`config.mk`:
```
export PLATFORM = sky130hd
export DESIGN_NAME = burst_col_seq
export DESIGN_NICKNAME = d
export VERILOG_FILES = /design/src/rtl/burst_col_pkg.sv /design/src/rtl/ack_edge_det.sv /design/src/rtl/col_stepper.sv /design/src/rtl/burst_col_seq.sv
export SDC_FILE = /design/constraint.sdc
export NUM_CORES = 1
export LEC_CHECK = 0
export ABC_AREA = 1
export BUFFER_PORTS_ARGS = -buffer_cell sky130_fd_sc_hd__buf_4
export CORE_ASPECT_RATIO = 1.4
export CORE_MARGIN = 1.5
export CORE_UTILIZATION = 29
export CTS_BUF_LIST = sky130_fd_sc_hd__clkbuf_2
export CTS_CLUSTER_DIAMETER = 200
export DETAILED_ROUTE_END_ITERATION = 16
export PLACE_DENSITY = 0.51
export SLEW_MARGIN = 15
export SYNTH_ARGS = -nofsm -noshare
export SYNTH_HDL_FRONTEND = slang
export SYNTH_HIERARCHICAL = 1
export SYNTH_SLANG_ARGS = --single-unit
```
`constraint.sdc`:
```
create_clock -name clk -period 2 [get_ports clk]
set_clock_uncertainty 0.05 [all_clocks]
set_input_delay 0.3 -clock clk [delete_from_list [all_inputs] [get_ports clk]]
set_output_delay 0.3 -clock clk [all_outputs]
set_load 0.03 [all_outputs]
```
`src/rtl/burst_col_pkg.sv`:
```
// Shared types and helpers for the burst column sequencer.
// Assumes burst length codes 0..3 map to 2, 4, 8 and 16 locations.
package burst_col_pkg;

    localparam int LEN_SEL_W = 2;
    localparam int CNT_W     = 4;

    typedef struct packed {
        logic [LEN_SEL_W-1:0] len_sel;
        logic                 nowrap;
        logic                 page_mode;
        logic                 ack_rise;
        logic                 zero_wait;
    } burst_cfg_t;

    // Burst length minus one, used as the last acknowledge count
    function automatic logic [CNT_W-1:0] last_count(input logic [LEN_SEL_W-1:0] sel);
        return CNT_W'((2 << sel) - 1);
    endfunction

    // Number of column bits that wrap for a given length code
    function automatic int unsigned wrap_bits(input logic [LEN_SEL_W-1:0] sel);
        return int'(sel) + 1;
    endfunction

endpackage

```
`src/rtl/ack_edge_det.sv`:
```
// Detects the selected transition of the acknowledge strobe.
// Assumes ack is synchronous to clk; reports a one-cycle pulse
// in the cycle where the new level is first seen.
module ack_edge_det (
    input  logic clk,
    input  logic rst_n,
    input  logic ack,
    input  logic rise_sel,
    output logic step
);
    logic ack_q;

    // Hold the previous acknowledge level
    always_ff @(posedge clk) begin
        if (!rst_n) ack_q <= 1'b0;
        else        ack_q <= ack;
    end

    // Choose rising or falling transition
    always_comb begin
        step = rise_sel ? (ack & ~ack_q) : (~ack & ack_q);
    end

endmodule

```
`src/rtl/col_stepper.sv`:
```
// Computes the next column for one burst step.
// Wrap mode folds the low bits inside the aligned group; linear mode adds one.
// Also flags when the current column is the top of the column space.
module col_stepper #(
    parameter int COL_W = 10
) (
    input  logic [COL_W-1:0] cur,
    input  logic [1:0]       len_sel,
    input  logic             nowrap,
    output logic [COL_W-1:0] nxt,
    output logic             at_top
);
    import burst_col_pkg::*;

    logic [COL_W-1:0] mask;
    logic [COL_W-1:0] plus1;

    // Build the wrap mask and the incremented column
    always_comb begin
        mask  = COL_W'((1 << wrap_bits(len_sel)) - 1);
        plus1 = cur + COL_W'(1);
        if (nowrap) nxt = plus1;
        else        nxt = (cur & ~mask) | (plus1 & mask);
        at_top = &cur;
    end

endmodule

```
`src/rtl/burst_col_seq.sv`:
```
// Burst column address sequencer top.
// Starts a burst when the request becomes active, captures start column and
// configuration, steps the column on the chosen acknowledge transition and ends
// the burst on length, on a withdrawn request, or on a page-boundary miss.
// Assumes all inputs are synchronous to clk.
module burst_col_seq #(
    parameter int COL_W = 10
) (
    input  logic             clk,
    input  logic             rst_n,
    input  logic [COL_W-1:0] start_col,
    input  logic [COL_W-1:0] cpu_col,
    input  logic [1:0]       len_sel,
    input  logic             nowrap,
    input  logic             page_mode,
    input  logic             ack_rise,
    input  logic             zero_wait,
    input  logic             req_pol,
    input  logic             burst_req,
    input  logic             ack,
    output logic [COL_W-1:0] col,
    output logic             burst_active,
    output logic             page_miss
);
    import burst_col_pkg::*;

    burst_cfg_t       cfg_q;
    logic [COL_W-1:0] col_q;
    logic [CNT_W-1:0] cnt_q;
    logic             active_q;
    logic             miss_q;
    logic             req_act;
    logic             req_q;
    logic             step;
    logic [COL_W-1:0] nxt_col;
    logic             at_top;
    logic [COL_W-1:0] hi_mask;

    // Active request after polarity selection
    always_comb req_act = (burst_req == req_pol);

    ack_edge_det u_edge (
        .clk      (clk),
        .rst_n    (rst_n),
        .ack      (ack),
        .rise_sel (cfg_q.ack_rise),
        .step     (step)
    );

    col_stepper #(.COL_W(COL_W)) u_step (
        .cur     (col_q),
        .len_sel (cfg_q.len_sel),
        .nowrap  (cfg_q.nowrap),
        .nxt     (nxt_col),
        .at_top  (at_top)
    );

    // Burst control: start, step, and end conditions
    always_ff @(posedge clk) begin
        if (!rst_n) begin
            cfg_q    <= '0;
            col_q    <= '0;
            cnt_q    <= '0;
            active_q <= 1'b0;
            miss_q   <= 1'b0;
            req_q    <= 1'b1;
        end else begin
            miss_q <= 1'b0;
            req_q  <= req_act;
            if (!active_q) begin
                if (req_act && !req_q) begin
                    active_q <= 1'b1;
                    col_q    <= start_col;
                    cnt_q    <= '0;
                    cfg_q    <= '{len_sel, nowrap, page_mode, ack_rise, zero_wait};
                end
            end else if (step) begin
                cnt_q <= cnt_q + CNT_W'(1);
                if (cnt_q == last_count(cfg_q.len_sel) || !req_act) begin
                    active_q <= 1'b0;
                end else if (cfg_q.zero_wait) begin
                    col_q <= col_q;
                end else if (cfg_q.nowrap && at_top) begin
                    if (cfg_q.page_mode) begin
                        miss_q   <= 1'b1;
                        active_q <= 1'b0;
                    end
                end else begin
                    col_q <= nxt_col;
                end
            end
        end
    end

    // Output column selection
    always_comb begin
        col          = (active_q && cfg_q.zero_wait) ? cpu_col : col_q;
        burst_active = active_q;
        page_miss    = miss_q;
        hi_mask      = ~COL_W'((1 << wrap_bits(cfg_q.len_sel)) - 1);
    end

    p_miss_ends_r6: assert property (@(posedge clk) disable iff (!rst_n)
        miss_q |-> !active_q);

    p_miss_pulse_r6: assert property (@(posedge clk) disable iff (!rst_n)
        miss_q |=> !miss_q);

    p_hold_between_acks_r8: assert property (@(posedge clk) disable iff (!rst_n)
        (active_q && !step) |=> $stable(col_q));

    p_upper_kept_r4: assert property (@(posedge clk) disable iff (!rst_n)
        (active_q && $past(active_q) && !cfg_q.nowrap) |->
        ((col_q & hi_mask) == ($past(col_q) & hi_mask)));

    p_linear_step_r5: assert property (@(posedge clk) disable iff (!rst_n)
        (active_q && $past(active_q) && cfg_q.nowrap && (col_q != $past(col_q))) |->
        (col_q == $past(col_q) + COL_W'(1)));

    p_cnt_bound_r3: assert property (@(posedge clk) disable iff (!rst_n)
        active_q |-> (cnt_q <= last_count(cfg_q.len_sel)));

    p_cfg_held_r11: assert property (@(posedge clk) disable iff (!rst_n)
        (active_q && $past(active_q)) |-> (cfg_q == $past(cfg_q)));

endmodule

```
# Yosys cells after proc, flatten, opt, wreduce, memory -nomap -nowiden

Cells that the tools add are included.

Register bits: 24
Input port bits: 31
Output and inout port bits: 12
Logic and storage cells: 68

$add $sub $neg: 5
Equal/unequal tests: 6
Shift operators: 2
Mux-type cells: 20
Bitwise gates (word level): 12
Reduce and logical (&&, ||, !) cells: 12

Operators by type and width:

| cell                    | number |
|---|---|
| $mux W10                | 8 |
| $and A10 B10 Y10        | 2 |
| $mux W4                 | 3 |
| $add A10 B1 Y10 const B | 1 |
| $not A10 Y10            | 1 |
| $or A10 B10 Y10         | 1 |
| $reduce_and A10 Y1      | 1 |
| $shl A1 B3 Y10 const A  | 1 |
| $sub A10 B2 Y10 const B | 1 |
| $mux W1                 | 9 |
| $ne A2 B2 Y1 const B    | 3 |
| $not A1 Y1              | 6 |
| $reduce_or A6 Y1        | 1 |
| $reduce_and A5 Y1       | 1 |
| $add A4 B1 Y4 const B   | 1 |
| $eq A4 B4 Y1            | 1 |
| $reduce_and A2 Y1       | 2 |
| $shl A2 B2 Y4 const A   | 1 |
| $sub A4 B2 Y4 const B   | 1 |
| $add A2 B1 Y3 const B   | 1 |
| $logic_and A1 B1 Y1     | 3 |
| $and A1 B1 Y1           | 2 |
| $logic_not A1 Y1        | 2 |
| $ne A2 B1 Y1 const B    | 1 |
| 3 further kinds         | 3 |

# Longest topological paths before layout

Depth in word-level cells: 12
Mapped depth: 13
Gate-level depth less buffers: 12

# Hierarchy

The synthesis kept the hierarchy.

By module, submodules not included:

| module        | instances | cells an instance | area an instance (µm²) | sequential area each (µm²) |
|---|---|---|---|---|
| burst_col_seq | 1         | 205               | 1258.7                 | 460.4 |
| col_stepper   | 1         | 68                | 326.6                  | 0.0 |
| ack_edge_det  | 1         | 9                 | 57.6                   | 20.0 |

# Worst setup path after synthesis

Ideal clock, no wire load.

Kind: register -> output
Start point: reg active_q (netlist: burst_active)
End point: out col[0]
Arrival time: 1.405 ns
Data required time: 1.650 ns
Slack: 0.245 ns
Stages on the path, launching flop included: 4
Buffers on the path: 1
Path through: dfxtp_1 -> nand2_1 -> clkbuf_1 -> a21oi_1

Cells in the longest elaborated chain, start to end: 2

RTL lines:

| what                     | RTL line            | RTL |
|---|---|---|
| start: declaration       | burst_col_seq.sv:30 | `logic active_q;` |
| start signal: assignment | burst_col_seq.sv:64 | `active_q <= 1'b0;` |
| start signal: assignment | burst_col_seq.sv:72 | `active_q <= 1'b1;` |
| start signal: assignment | burst_col_seq.sv:80 | `active_q <= 1'b0;` |
| $logic_and A1 B1 Y1      | burst_col_seq.sv:97 | `col = (active_q && cfg_q.zero_wait) ? cpu_col : col_q;` |
| $mux W10                 | burst_col_seq.sv:97 |  |
| end: declaration         | burst_col_seq.sv:21 | `output logic [COL_W-1:0] col,` |

No other way between the ends.

# Worst setup path after layout

Start point: reg cfg_q[0] (netlist name)
End point: out col[2]

Cells in the longest elaborated chain, start to end: 2

RTL lines:

| what                     | RTL line            | RTL |
|---|---|---|
| start: declaration       | burst_col_seq.sv:27 | `burst_cfg_t cfg_q;` |
| start signal: assignment | burst_col_seq.sv:75 | `cfg_q <= '{len_sel, nowrap, page_mode, ack_rise, zero_wait};` |
| $logic_and A1 B1 Y1      | burst_col_seq.sv:97 |  |
| $mux W10                 | burst_col_seq.sv:97 |  |

No other way between the ends.

==> flow_metrics.tcl <==
set metrics [dict create \
    outcome "finished, final reports clean" \
    grt_overflow_total 0 \
    initial_core_util 0.299 \
    startpoint_type "flop" \
    grt_max_degree 33 \
    final_max_slew_viol_count 0 \
    maxCapViolations 0 \
    cts_tree "yes" \
    ys_seq_elements 24 \
    syn_nets 316 \
    hold_class "input pin to flop" \
    syn_area_mm2 0.00164 \
    final_core_util 0.387 \
    routed_wl_mm 4.43 \
    r2r_cells 13 \
    syn_to_final_growth_pct 29.2 \
    arrival_ns 1.49 \
    dp_hpwl_mm 3.22 \
    via_per_inst 4.60 \
    rsz0062_at_grt "false" \
    n_antenna_cell 0 \
    syn_area_per_cell_um2 5.83 \
    drc 0 \
    clk_pin_slew_worst_paths_ns 0.29 \
    fp-row-count 32 \
    tns_ns 0 \
    syn_inst 282 \
    h-tree-depth 1 \
    avgRoutedWirePerCell_um 11.3 \
    num_vias 1802 \
    finalCritPeriodShare 0.918 \
    cts.sinks 24 \
    yosys_warnings 6 \
    ant_nets 0 \
    grt_usage 0.149 \
    p_leak_uw 0.00111 \
    async_flop_share 0 \
    drive_above_1_share 0.194 \
    path_max_fanout 12 \
    max_stage_delay_ns 0.45 \
    min_period_ns 1.84 \
    synth-edff-count 0 \
    grt_pass1_wl_mm 7.29 \
    hold_violations 0 \
    ctsHoldBuffers 0 \
    crit_family "flip-flops" \
    endpoint_kind "output port" \
    slew_headroom 0.745 \
    ys_types 23 \
    die_area_mm2 0.00613 \
    cp.depth 4 \
    worst_hold_path.num_cells 3 \
    critical_path_buf_inv_count 2 \
    drtIter0Drc 60 \
    cts.path.max_buffers 2 \
    cts_root_buf "clkbuf_2" \
    cp_slowest_cell "dfxtp_1" \
    tightest_slew_ns 0.383 \
    grt_pass1_vias 1674 \
    core_area_mm2 0.00549 \
    numCtsBuffers 3 \
    setup_viol 0 \
    io_buffers 42 \
    max_freq_mhz 544 \
    crit_chain "nand2_2 -> buf_12 -> a21oi_1 -> buf_4" \
    ios 43 \
    pwr_density_cell_mw_per_mm2 568 \
    worst-setup-path-type "flop to output port" \
    antenna_found_initial 0 \
    yosysSeqAreaShare 0.292 \
    ir_worst_vdd_uv 356 \
    worstPathRequired_ns 1.65 \
    die_x_um 66.6 \
    nNetsFinal 359 \
    worstSkewPairLatency_ns 0.38 \
    cts_setup_buffers 0 \
    drtPass1Iterations 4 \
    gp_congestion 0.803 \
    ys.flop_type "dfxtp_1" \
    die_h_um 92.1 \
]
-- through the flow --
step                      hold WS (ns)  instances  setup slack (ns)  instance area (um2)  total power (uW)
after detailed placement         0.410        388             0.212                 2070               866
after global routing            0.0159        392           0.00196                 2120              1270
after CTS                       0.0320        392            0.0459                 2120              1210
after floorplan                  0.343        282             0.245                 1640               739
final                           0.0361        392             0.163                 2120              1210
after global placement           0.414        388             0.245                 2070               864
-- what timing repair did --
item	4_1_cts	5_1_grt
endpoints found under the setup margin	6	6
gates resized for setup	1	1
pin swaps	0	0
-- cell families (layout without fill, tap and decap cells) --
family	Yosys count	after routing	share of synthesized area
AOI/OAI and AO/OA	43	43	0.133
buffers and inverters	53	95	0.125
xor gates and xnor gates	3	3	0.0206
and+or+nand+nor	156	156	0.407
adders and majority gates	3	3	0.0229
DFF	24	24	0.292
-- layout by cell type, fill, tap and decap left out --
master / n
nand3_1: 30
dfxtp_2: 1
nor2_2: 1
nor3_2: 2
o21ai_1: 1
xnor2_2: 1
inv_1: 42
nand3b_1: 1
bufinv_16: 1
a21oi_1: 32
nand3_2: 1
o21ai_0: 9
a21o_1: 1
xor2_1: 2
nand4_1: 2
buf_4: 47
ha_1: 3
buf_12: 2
or2_2: 1
clkbuf_2: 3
nand2_2: 2
dfxtp_1: 23
nor2_4: 1
nor2_1: 28
nor4_1: 1
nand2_1: 86
-- flip-flops by register name (all words and copies together) (netlist names) --
signal / cells
cfg_q: 6
col_q: 10
burst_active: 1
cnt_q: 4
req_q: 1
page_miss: 1
u_edge/ack_q: 1
-- routing by layer --
layer,vias to the layer above,routed length (um),global-route usage
met5,-,0,0
met4,0,34,0.0357
met3,4,138,0.0172
met2,34,2250,0.269
met1,796,2010,0.184
li1,968,-,-
-- power breakdown --
group	internal, uW	switching [uW]	leakage [uW]
clock	172	180	0.0000266
sequential	509	30.8	0.000196
combinational	135	179	0.000891
-- final cells by class --
cell class | instances | area (um2)
sequential | 24 | 482
timing repair buffer | 49 | 393
inverter | 42 | 158
fill | 618 | 3360
tap | 68 | 85.1
clock buffer | 3 | 15.0
clock inverter | 1 | 30.0
multi-input combinational | 205 | 960
-- cell usage after synthesis (2+ instances only) --
master	n	area, um2
nand3_1	30	150
nand4_1	2	12.5
clkbuf_1	6	22.5
inv_1	42	158
o21ai_0	9	45.0
nand2_1	87	327
a21oi_1	32	160
xor2_1	2	17.5
dfxtp_1	24	480
nor3_2	2	20.0
ha_1	3	37.5
buf_2	5	25.0
nor2_1	28	105
-- final timing paths --
kind                          from                      end  slack, ns
max          cfg_q[0]$_SDFFE_PN0P_                   col[2]       0.16
min                            ack  u_edge/ack_q$_SDFF_PN0_       0.04
max reg2reg  col_q[1]$_SDFFE_PN0P_    col_q[2]$_SDFFE_PN0P_       0.19
min reg2reg  cfg_q[2]$_SDFFE_PN0P_    cfg_q[2]$_SDFFE_PN0P_       0.44
-- worst reg2reg max path, stage by stage (launching register included) --
cell     delay [ns]
dfxtp_1        0.47
ha_1           0.19
nand2_1        0.08
nor2_4         0.10
nand2_1        0.06
nor3_2         0.12
nand2_1        0.07
inv_1          0.09
nor3_2         0.04
nand3_1        0.13
buf_12         0.17
nand3_1        0.08
nand2_1        0.07
nor2_1         0.04
No activity file was read; power rests on OpenSTA's default activity.
